===== src/rtl/burst_col_pkg.sv =====
package burst_col_pkg;
   localparam logic [2:0] LEN_CODE_1    = 3'd0;
   localparam logic [2:0] LEN_CODE_2    = 3'd1;
   localparam logic [2:0] LEN_CODE_4    = 3'd2;
   localparam logic [2:0] LEN_CODE_8    = 3'd3;
   localparam logic [2:0] LEN_CODE_PAGE = 3'd7;

   typedef enum logic {
      WRAP_SEQ = 1'b0,
      WRAP_IL  = 1'b1
   } wrap_e;
endpackage


===== src/rtl/burst_len_decode.sv =====
module burst_len_decode
   import burst_col_pkg::*;
#(
   parameter int COL_W = 8
) (
   input  logic [2:0]       code_i,
   input  wrap_e            wrap_i,
   output logic [COL_W-1:0] mask_o,
   output logic             full_o,
   output logic             err_o
);
   localparam logic [COL_W-1:0] MASK8 = COL_W'(7);

   always_comb begin
      full_o = 1'b0;
      err_o  = 1'b0;
      mask_o = MASK8;
      case (code_i)
         LEN_CODE_1: mask_o = '0;
         LEN_CODE_2: mask_o = COL_W'(1);
         LEN_CODE_4: mask_o = COL_W'(3);
         LEN_CODE_8: mask_o = MASK8;
         LEN_CODE_PAGE: begin
            if (wrap_i == WRAP_IL) begin
               err_o = 1'b1;
            end else begin
               mask_o = '1;
               full_o = 1'b1;
            end
         end
         default: err_o = 1'b1;
      endcase
   end
endmodule


===== src/rtl/burst_beat_ctl.sv =====
module burst_beat_ctl
   import burst_col_pkg::*;
#(
   parameter int COL_W = 8
) (
   input  logic             clk,
   input  logic             rst_n,
   input  logic             start_i,
   input  logic [COL_W-1:0] start_col_i,
   input  wrap_e            wrap_i,
   input  logic [COL_W-1:0] mask_i,
   input  logic             full_i,
   input  logic             err_i,
   input  logic             stop_i,
   output logic [COL_W-1:0] base_o,
   output logic [COL_W-1:0] mask_o,
   output logic [COL_W-1:0] beat_o,
   output wrap_e            wrap_o,
   output logic             valid_o,
   output logic             last_o,
   output logic             err_o
);
   logic             full_q;
   logic             final_beat;

   assign final_beat = !full_q && (beat_o == mask_o);
   assign last_o     = valid_o && (final_beat || stop_i);

   always_ff @(posedge clk or negedge rst_n) begin
      if (!rst_n) begin
         base_o  <= '0;
         mask_o  <= '0;
         beat_o  <= '0;
         wrap_o  <= WRAP_SEQ;
         full_q  <= 1'b0;
         valid_o <= 1'b0;
         err_o   <= 1'b0;
      end else if (start_i) begin
         base_o  <= start_col_i;
         mask_o  <= mask_i;
         beat_o  <= '0;
         wrap_o  <= wrap_i;
         full_q  <= full_i;
         valid_o <= 1'b1;
         err_o   <= err_i;
      end else if (valid_o) begin
         if (last_o) begin
            valid_o <= 1'b0;
         end else begin
            beat_o <= beat_o + COL_W'(1);
         end
      end
   end
endmodule


===== src/rtl/burst_col_map.sv =====
module burst_col_map
   import burst_col_pkg::*;
#(
   parameter int COL_W = 8
) (
   input  logic [COL_W-1:0] base_i,
   input  logic [COL_W-1:0] beat_i,
   input  logic [COL_W-1:0] mask_i,
   input  wrap_e            wrap_i,
   output logic [COL_W-1:0] col_o
);
   logic [COL_W-1:0] sum;
   assign sum = base_i + beat_i;

   for (genvar b = 0; b < COL_W; b++) begin : g_bit
      logic wrapped;
      assign wrapped  = (wrap_i == WRAP_IL) ? (base_i[b] ^ beat_i[b]) : sum[b];
      assign col_o[b] = mask_i[b] ? wrapped : base_i[b];
   end
endmodule


===== src/rtl/burst_col_gen.sv =====
module burst_col_gen
   import burst_col_pkg::*;
#(
   parameter int COL_W = 8
) (
   input  logic             clk,
   input  logic             rst_n,
   input  logic             start_i,
   input  logic [COL_W-1:0] start_col_i,
   input  logic [2:0]       len_code_i,
   input  logic             wrap_il_i,
   input  logic             stop_i,
   output logic [COL_W-1:0] col_o,
   output logic             valid_o,
   output logic             last_o,
   output logic             len_err_o
);
   if (COL_W < 3) begin : g_bad_width
      $error("burst_col_gen: COL_W must be at least 3 to hold an 8-beat block");
   end

   wrap_e            wrap_in;
   wrap_e            wrap_q;
   logic [COL_W-1:0] dec_mask;
   logic             dec_full;
   logic             dec_err;
   logic [COL_W-1:0] base_q;
   logic [COL_W-1:0] mask_q;
   logic [COL_W-1:0] beat_q;

   assign wrap_in = wrap_il_i ? WRAP_IL : WRAP_SEQ;

   burst_len_decode #(.COL_W(COL_W)) u_decode (
      .code_i (len_code_i),
      .wrap_i (wrap_in),
      .mask_o (dec_mask),
      .full_o (dec_full),
      .err_o  (dec_err)
   );

   burst_beat_ctl #(.COL_W(COL_W)) u_ctl (
      .clk         (clk),
      .rst_n       (rst_n),
      .start_i     (start_i),
      .start_col_i (start_col_i),
      .wrap_i      (wrap_in),
      .mask_i      (dec_mask),
      .full_i      (dec_full),
      .err_i       (dec_err),
      .stop_i      (stop_i),
      .base_o      (base_q),
      .mask_o      (mask_q),
      .beat_o      (beat_q),
      .wrap_o      (wrap_q),
      .valid_o     (valid_o),
      .last_o      (last_o),
      .err_o       (len_err_o)
   );

   burst_col_map #(.COL_W(COL_W)) u_map (
      .base_i (base_q),
      .beat_i (beat_q),
      .mask_i (mask_q),
      .wrap_i (wrap_q),
      .col_o  (col_o)
   );

   // a sampled start shows its column on the next cycle
   assert_start_load_R2: assert property (@(posedge clk) disable iff (!rst_n)
      start_i |=> (valid_o && col_o == $past(start_col_i)));

   // a sequential beat advances by one inside the block
   assert_seq_step_R4: assert property (@(posedge clk) disable iff (!rst_n)
      (valid_o && !last_o && !start_i && wrap_q == WRAP_SEQ) |=>
      (col_o == ((($past(col_o) + COL_W'(1)) & mask_q) | ($past(col_o) & ~mask_q))));

   // the burst ends after its last beat
   assert_end_drop_R7: assert property (@(posedge clk) disable iff (!rst_n)
      (valid_o && last_o && !start_i) |=> !valid_o);

   // no last beat while idle
   assert_idle_no_last_R10: assert property (@(posedge clk) disable iff (!rst_n)
      !valid_o |-> !last_o);

   // illegal full-page interleaved request flags an error
   assert_err_flag_R9: assert property (@(posedge clk) disable iff (!rst_n)
      (start_i && len_code_i == LEN_CODE_PAGE && wrap_il_i) |=> len_err_o);

   // the error flag changes only at a start
   assert_err_hold_R9: assert property (@(posedge clk) disable iff (!rst_n)
      !start_i |=> $stable(len_err_o));
endmodule


===== config.mk =====
export PLATFORM = sky130hd
export DESIGN_NAME = burst_col_gen
export DESIGN_NICKNAME = d
export VERILOG_FILES = /design/src/rtl/burst_col_pkg.sv /design/src/rtl/burst_len_decode.sv /design/src/rtl/burst_beat_ctl.sv /design/src/rtl/burst_col_map.sv /design/src/rtl/burst_col_gen.sv
export SDC_FILE = /design/constraint.sdc
export NUM_CORES = 1
export LEC_CHECK = 0
export CAP_MARGIN = 0
export CORE_UTILIZATION = 35
export DETAILED_ROUTE_END_ITERATION = 16
export GPL_TIMING_DRIVEN = 0
export MAX_ROUTING_LAYER = met4
export PLACE_DENSITY = 0.66
export SLEW_MARGIN = 15
export SYNTH_ARGS = -nofsm -noshare
export SYNTH_HDL_FRONTEND = slang
export SYNTH_HIERARCHICAL = 1
export SYNTH_SLANG_ARGS = --single-unit
export TNS_END_PERCENT = 30

===== constraint.sdc =====
create_clock -name clk -period 3.7 [get_ports clk]
set_input_delay 0.555 -clock clk [delete_from_list [all_inputs] [get_ports clk]]
set_output_delay 0.555 -clock clk [all_outputs]
set_load 0.1 [all_outputs]

# Word level (Yosys, flattened, before mapping)
# Index checks and enable logic that the tools add are counted.
[op_classes] eq_ne=6 addsub=2 muxes=29 bitwise_logic=8 reduce_logical=8
[ops] cell="8-bit two-way mux" n=4
[ops] cell="8-bit case mux with 4 select lines" n=1
[ops] cell="1-bit two-way mux" n=23
[ops] cell="8-bit by 1-bit adder with 8-bit output (second input constant)" n=1
[ops] cell="8-bit adder" n=1
[ops] cell="8-bit equality test" n=1
[ops] cell="1-bit bitwise XOR" n=8
[ops] cell="3-bit by 2-bit equality test with 1-bit output (second input constant)" n=2
[ops] cell="4-bit OR reduction" n=1
[ops] cell="3-bit by 1-bit equality test with 1-bit output (second input constant)" n=1
[ops] cell="3-bit equality test (second input constant)" n=1
[ops] cell="3-bit logical NOT" n=1
[ops] cell="1-bit logical AND" n=2
[ops] cell="2-bit inequality test (second input constant)" n=1
[ops] cell="1-bit case mux with 2 select lines" n=1
[ops] cell="2-bit AND reduction" n=1
[ops] cell="2-bit nonzero test" n=1
[ops] cell="1-bit logical NOT" n=1
[ops] cell="1-bit logical OR" n=1
[totals] ff_bits=28 input_bits=16

# Longest topological paths before layout
[depth] depth_word=7 depth_mapped=7 ltp_nobuf=7

# Hierarchy
# The synthesis kept the hierarchy.
[by_module_without_submodules] module="burst_beat_ctl" instances=1 seq_area_each_um2=700.7 cells_each=104 area_each_um2=1286.2
[by_module_without_submodules] module="burst_col_map" instances=1 seq_area_each_um2=0.0 cells_each=56 area_each_um2=407.9
[by_module_without_submodules] module="burst_len_decode" instances=1 seq_area_each_um2=0.0 cells_each=11 area_each_um2=80.1

# Least setup slack after synthesis
# No wires, ideal clock.
[synth_path] path_kind="register -> output" startpoint="register u_ctl.beat_o[1]" endpoint="output port col_o[5]" required_time_ns=3.145 setup_slack_ns=0.088 arrival_ns=3.057 path_stages_with_launch=7 n_path_buf=0 path_cell_list="dfrtp_1 > ha_1 > a211oi_1 > o21bai_1 > a21oi_1 > o21ai_0 > a31oi_1"
[synth_between] elab_chain_cells=3
[synth_lines] item="start: declaration" line_no="burst_beat_ctl.sv:17" rtl="output logic [COL_W-1:0] beat_o,"
[synth_lines] item="start signal: assignment" line_no="burst_beat_ctl.sv:50" rtl="beat_o <= beat_o + COL_W'(1);"
[synth_lines] item="8-bit adder" line_no="burst_col_map.sv:13" rtl="assign sum = base_i + beat_i;"
[synth_lines] item="1-bit two-way mux" line_no="burst_col_map.sv:17" rtl="assign wrapped = (wrap_i == WRAP_IL) ? (base_i[b] ^ beat_i[b]) : sum[b];"
[synth_lines] item="1-bit two-way mux" line_no="burst_col_map.sv:18" rtl="assign col_o[b] = mask_i[b] ? wrapped : base_i[b];"
[synth_lines] item="end: declaration" line_no="burst_col_gen.sv:13" rtl="output logic [COL_W-1:0] col_o,"
# No other way between the ends.

# Worst setup path after layout
[layout_path] startpoint="register u_ctl.beat_o[1]" endpoint="output port col_o[7]"
# Same word-level chain as after synthesis.

==> impl_results.md <==
* Status: completed
* Final net count at between 200 and 250
* Clock buffer depth at 2
* Final TNS setup at 0 ns
* Layout cells sized above 1 at 20.1%
* Worst EP arrival at 3.00 ns
* Leak pwr at roughly 0.91 nW
* Finished Cell Area at about 2100 µm²
* RSZ-0062 raised after global routing: yes
* Hold Buf Count CTS at 0
* Initial Util at between 30% and 40%
* Yosys reg bits at 28
* Die Span X at roughly 73 µm
* Initial DRC count at between 70 and 80
* Critical Path Source: u_ctl/beat_o[1]$_DFFE_PN0P_
* Critical path class: reg -> out
* Die height at 73.2 µm
* Setup Viol. Count Final at 0
* Total Routed Length at approximately 3.5 mm
* Cell chain of the critical path: ha_1, a211oi_1, o21bai_1, a21oi_1, a2111oi_0, or4_1, dlygate4sd2_1
* Detailed-route via count at between 1000 and 1500
* Global Route Usage Sum at approximately 15%
* GP Congestion at 0.769
* Sequential element share of the synthesized area at 39.5%
* Metal2 WL at ~1.5 mm
* Final Cycle Share at a little over nine tenths
* Worst Path Buf+Inv at 1
* Antenna Nets Post-Route at 0
* Synth unique cells at 44
* Synthesized Nets at 196
* Core ar. at roughly 4800 µm²
* WL met1 at 1.75 mm
* WHS at roughly 0.29 ns
* Cells after synthesis at roughly 170
* Hold crit path type: in -> async
* Crit-path max FO at 7
* Crit path required time at between 3 and 4 ns
* Worst-Skew Late Latency at around 0.27 ns
* Wire length per cell at 13.0 µm
* Port buffer count at 25
* Initial antenna violation count at 0
* H-tree depth at 1
* Met3 WL at around 170 µm
* Grt total ovfl at 0
* DRC at 0
* CP delay by family, top: compound AO/OA/AOI/OAI gates
* Post-synth ARST share at 100%
* First-pass detailed-route iteration total at 4
* Largest net degree at the start of global routing at 29
* Placed cell count at ~260
* Yosys warnings at 6
* Finished Layout Cells at 266
* Rel. slew slack at a little over a third
* Final hold vios at 0
* Post-synth EDFFs at 0
* Peak VDD IR at roughly 0.00025 V
* Worst Clk Skew at 0.00171 ns
* Cts bufs inserted at 3
* Area Growth Syn to Fin at 20.5%
* Die footprint at about 5400 µm²
* Worst Tran Pin Value at approximately 0.97 ns
* Worst Setup Start Kind: register
* # clock sinks at 28
* Total I/O pin count at 27
* Post-DP HPWL at roughly 2.6 mm
* First-pass GRT wire length at around 6 mm
* Max stage delay on crit path at 0.60 ns
* Synthesized cell area at approximately 1800 µm²
* Crit path capture type: primary output
* Diodes inserted at 0
* FF-to-FF Start: u_ctl/beat_o[0]$_DFFE_PN0P_
* Power per cell area at around 370 nW/µm²
* Post-Route Utilization at 44.7%
* Row cnt at 25
* Ys flop type: dfrtp_1
* Top sig layer: met4
* CTS Root Cell: clkbuf_8
* Max-slew violation count at 0
* Slowest-stage cell, CP: dlygate4sd2_1
* Clk slew on worst S/H paths at ~0.09 ns
* TritonCTS clock tree: done
* Maxcap violations at 0
* Min cycle time layout at 3.56 ns
* F_max at ~0.28 GHz
* Average cell area after synthesis at around 10 µm²
* Vias in the first global route at approximately 1300
* Placed instance area at 2100 µm²
* Via-per-instance ratio at 4.96
==> metal layers <==
metal  GRT usage, %  vias up
met5              -        -
met3           3.59        4
li1               -      657
met2           23.0       36
met4           2.61        0
met1           21.7      623
==> worst reg2reg max path: cells and delay by family (launching register included) <==
kind,cells,cell delay (ns)
AND/OR/NAND/NOR,2,0.14
flip-flops,1,0.46
multiplexers,1,0.18
buffers and inverters,1,0.21
XOR/XNOR,1,0.27
AO/OA/AOI/OAI,1,0.44
==> final timing paths <==
check | to | slack (ns) | cells after the start
max in group asynchronous | u_ctl/beat_o[2]$_DFFE_PN0P_ | 2.99 | 1
min reg2reg | u_ctl/full_q$_DFFE_PN0P_ | 0.52 | 1
min in group clk | u_ctl/full_q$_DFFE_PN0P_ | 0.52 | 1
min | u_ctl/mask_o[7]$_DFFE_PN0P_ | 0.29 | 1
max reg2reg | u_ctl/beat_o[1]$_DFFE_PN0P_ | 1.87 | 6
max | col_o[7] | 0.14 | 7
==> layout make-up <==
cell class | instances | area, µm²
Multi-Input combinational cell | 124 | 971
Fill cell | 461 | 2650
Clock buffer | 3 | 41.3
Inverter | 9 | 33.8
Tap cell | 67 | 83.8
Timing Repair Buffer | 25 | 238
Buffer | 10 | 68.8
Sequential cell | 28 | 701
==> layout by cell type, fill, tap and decap left out, types with 2 or more instances in the layout <==
cell             count
a211oi_1             2
a21o_1               7
a21oi_1             12
a31oi_1              3
buf_2                2
buf_4                6
clkbuf_1             2
clkbuf_8             3
clkdlybuf4s50_1     20
dfrtp_1             28
dlygate4sd2_1        2
ha_1                 8
inv_1                9
mux2_2              21
mux2i_1              2
nand2_1              5
nand3_1              6
nor2_1              15
nor2b_1              2
nor3_1               2
nor4_1               2
o21ai_0              2
xnor2_1              5
xor2_1               8
==> cells by family after synthesis <==
kind of cell	Yosys count	share of synthesized area, %
compound gates	34	13.4
xor+xnor	13	6.42
simple gates	45	13.7
flops	28	39.5
mux	23	14.5
buf+inv	19	5.78
fa+ha+maj	9	6.77
==> synth_stat cells, drive strengths merged, types with 2 or more instances <==
cell | instances | share of area [%]
dfrtp | 28 | 39
mux2 | 21 | 13
nor2 | 15 | 3.2
a21oi | 13 | 3.9
inv | 9 | 1.9
buf | 8 | 3.5
ha | 8 | 5.6
xor2 | 8 | 3.9
a21o | 7 | 3.0
nand3 | 6 | 1.7
nand2 | 5 | 1.1
xnor2 | 5 | 2.5
a31oi | 3 | 1.1
nor4 | 3 | 1.4
o21ai | 3 | 0.85
a211oi | 2 | 0.85
clkbuf | 2 | 0.42
mux2i | 2 | 1.1
nor2b | 2 | 0.71
nor3 | 2 | 0.56
nor3b | 2 | 1.1
or2 | 2 | 0.71
or3 | 2 | 0.78
==> flip-flops by register name, indices dropped and copies added, names as in the netlist <==
| name | cells |
|---|---|
| u_ctl/base_o | 8 |
| u_ctl/beat_o | 8 |
| u_ctl/mask_o | 8 |
| u_ctl/err_o | 1 |
| u_ctl/full_q | 1 |
| u_ctl/valid_o | 1 |
| u_ctl/wrap_o | 1 |
==> what timing repair did <==
action / in CTS / in global routing
endpoints found under the setup margin: 4 / 3
resized for setup: 4 / 3
setup buffers: 0 / 0
==> power by group <==
group,internal (W),switching (W)
combinational,0.0000935,0.000198
sequential,0.000325,0.0000208
clock,0.0000730,0.0000900
==> through the flow <==
stage | setup slack, ns | power, W
6_report | 0.141 | 0.000801
5_1_grt | -0.0480 | 0.000848
4_1_cts | 0.00108 | 0.000811
3_5_place_dp | 0.0523 | 0.000649
3_3_place_gp | 0.0566 | 0.000648
2_1_floorplan | 0.0882 | 0.000572
Power figures use the tool's default switching activity.
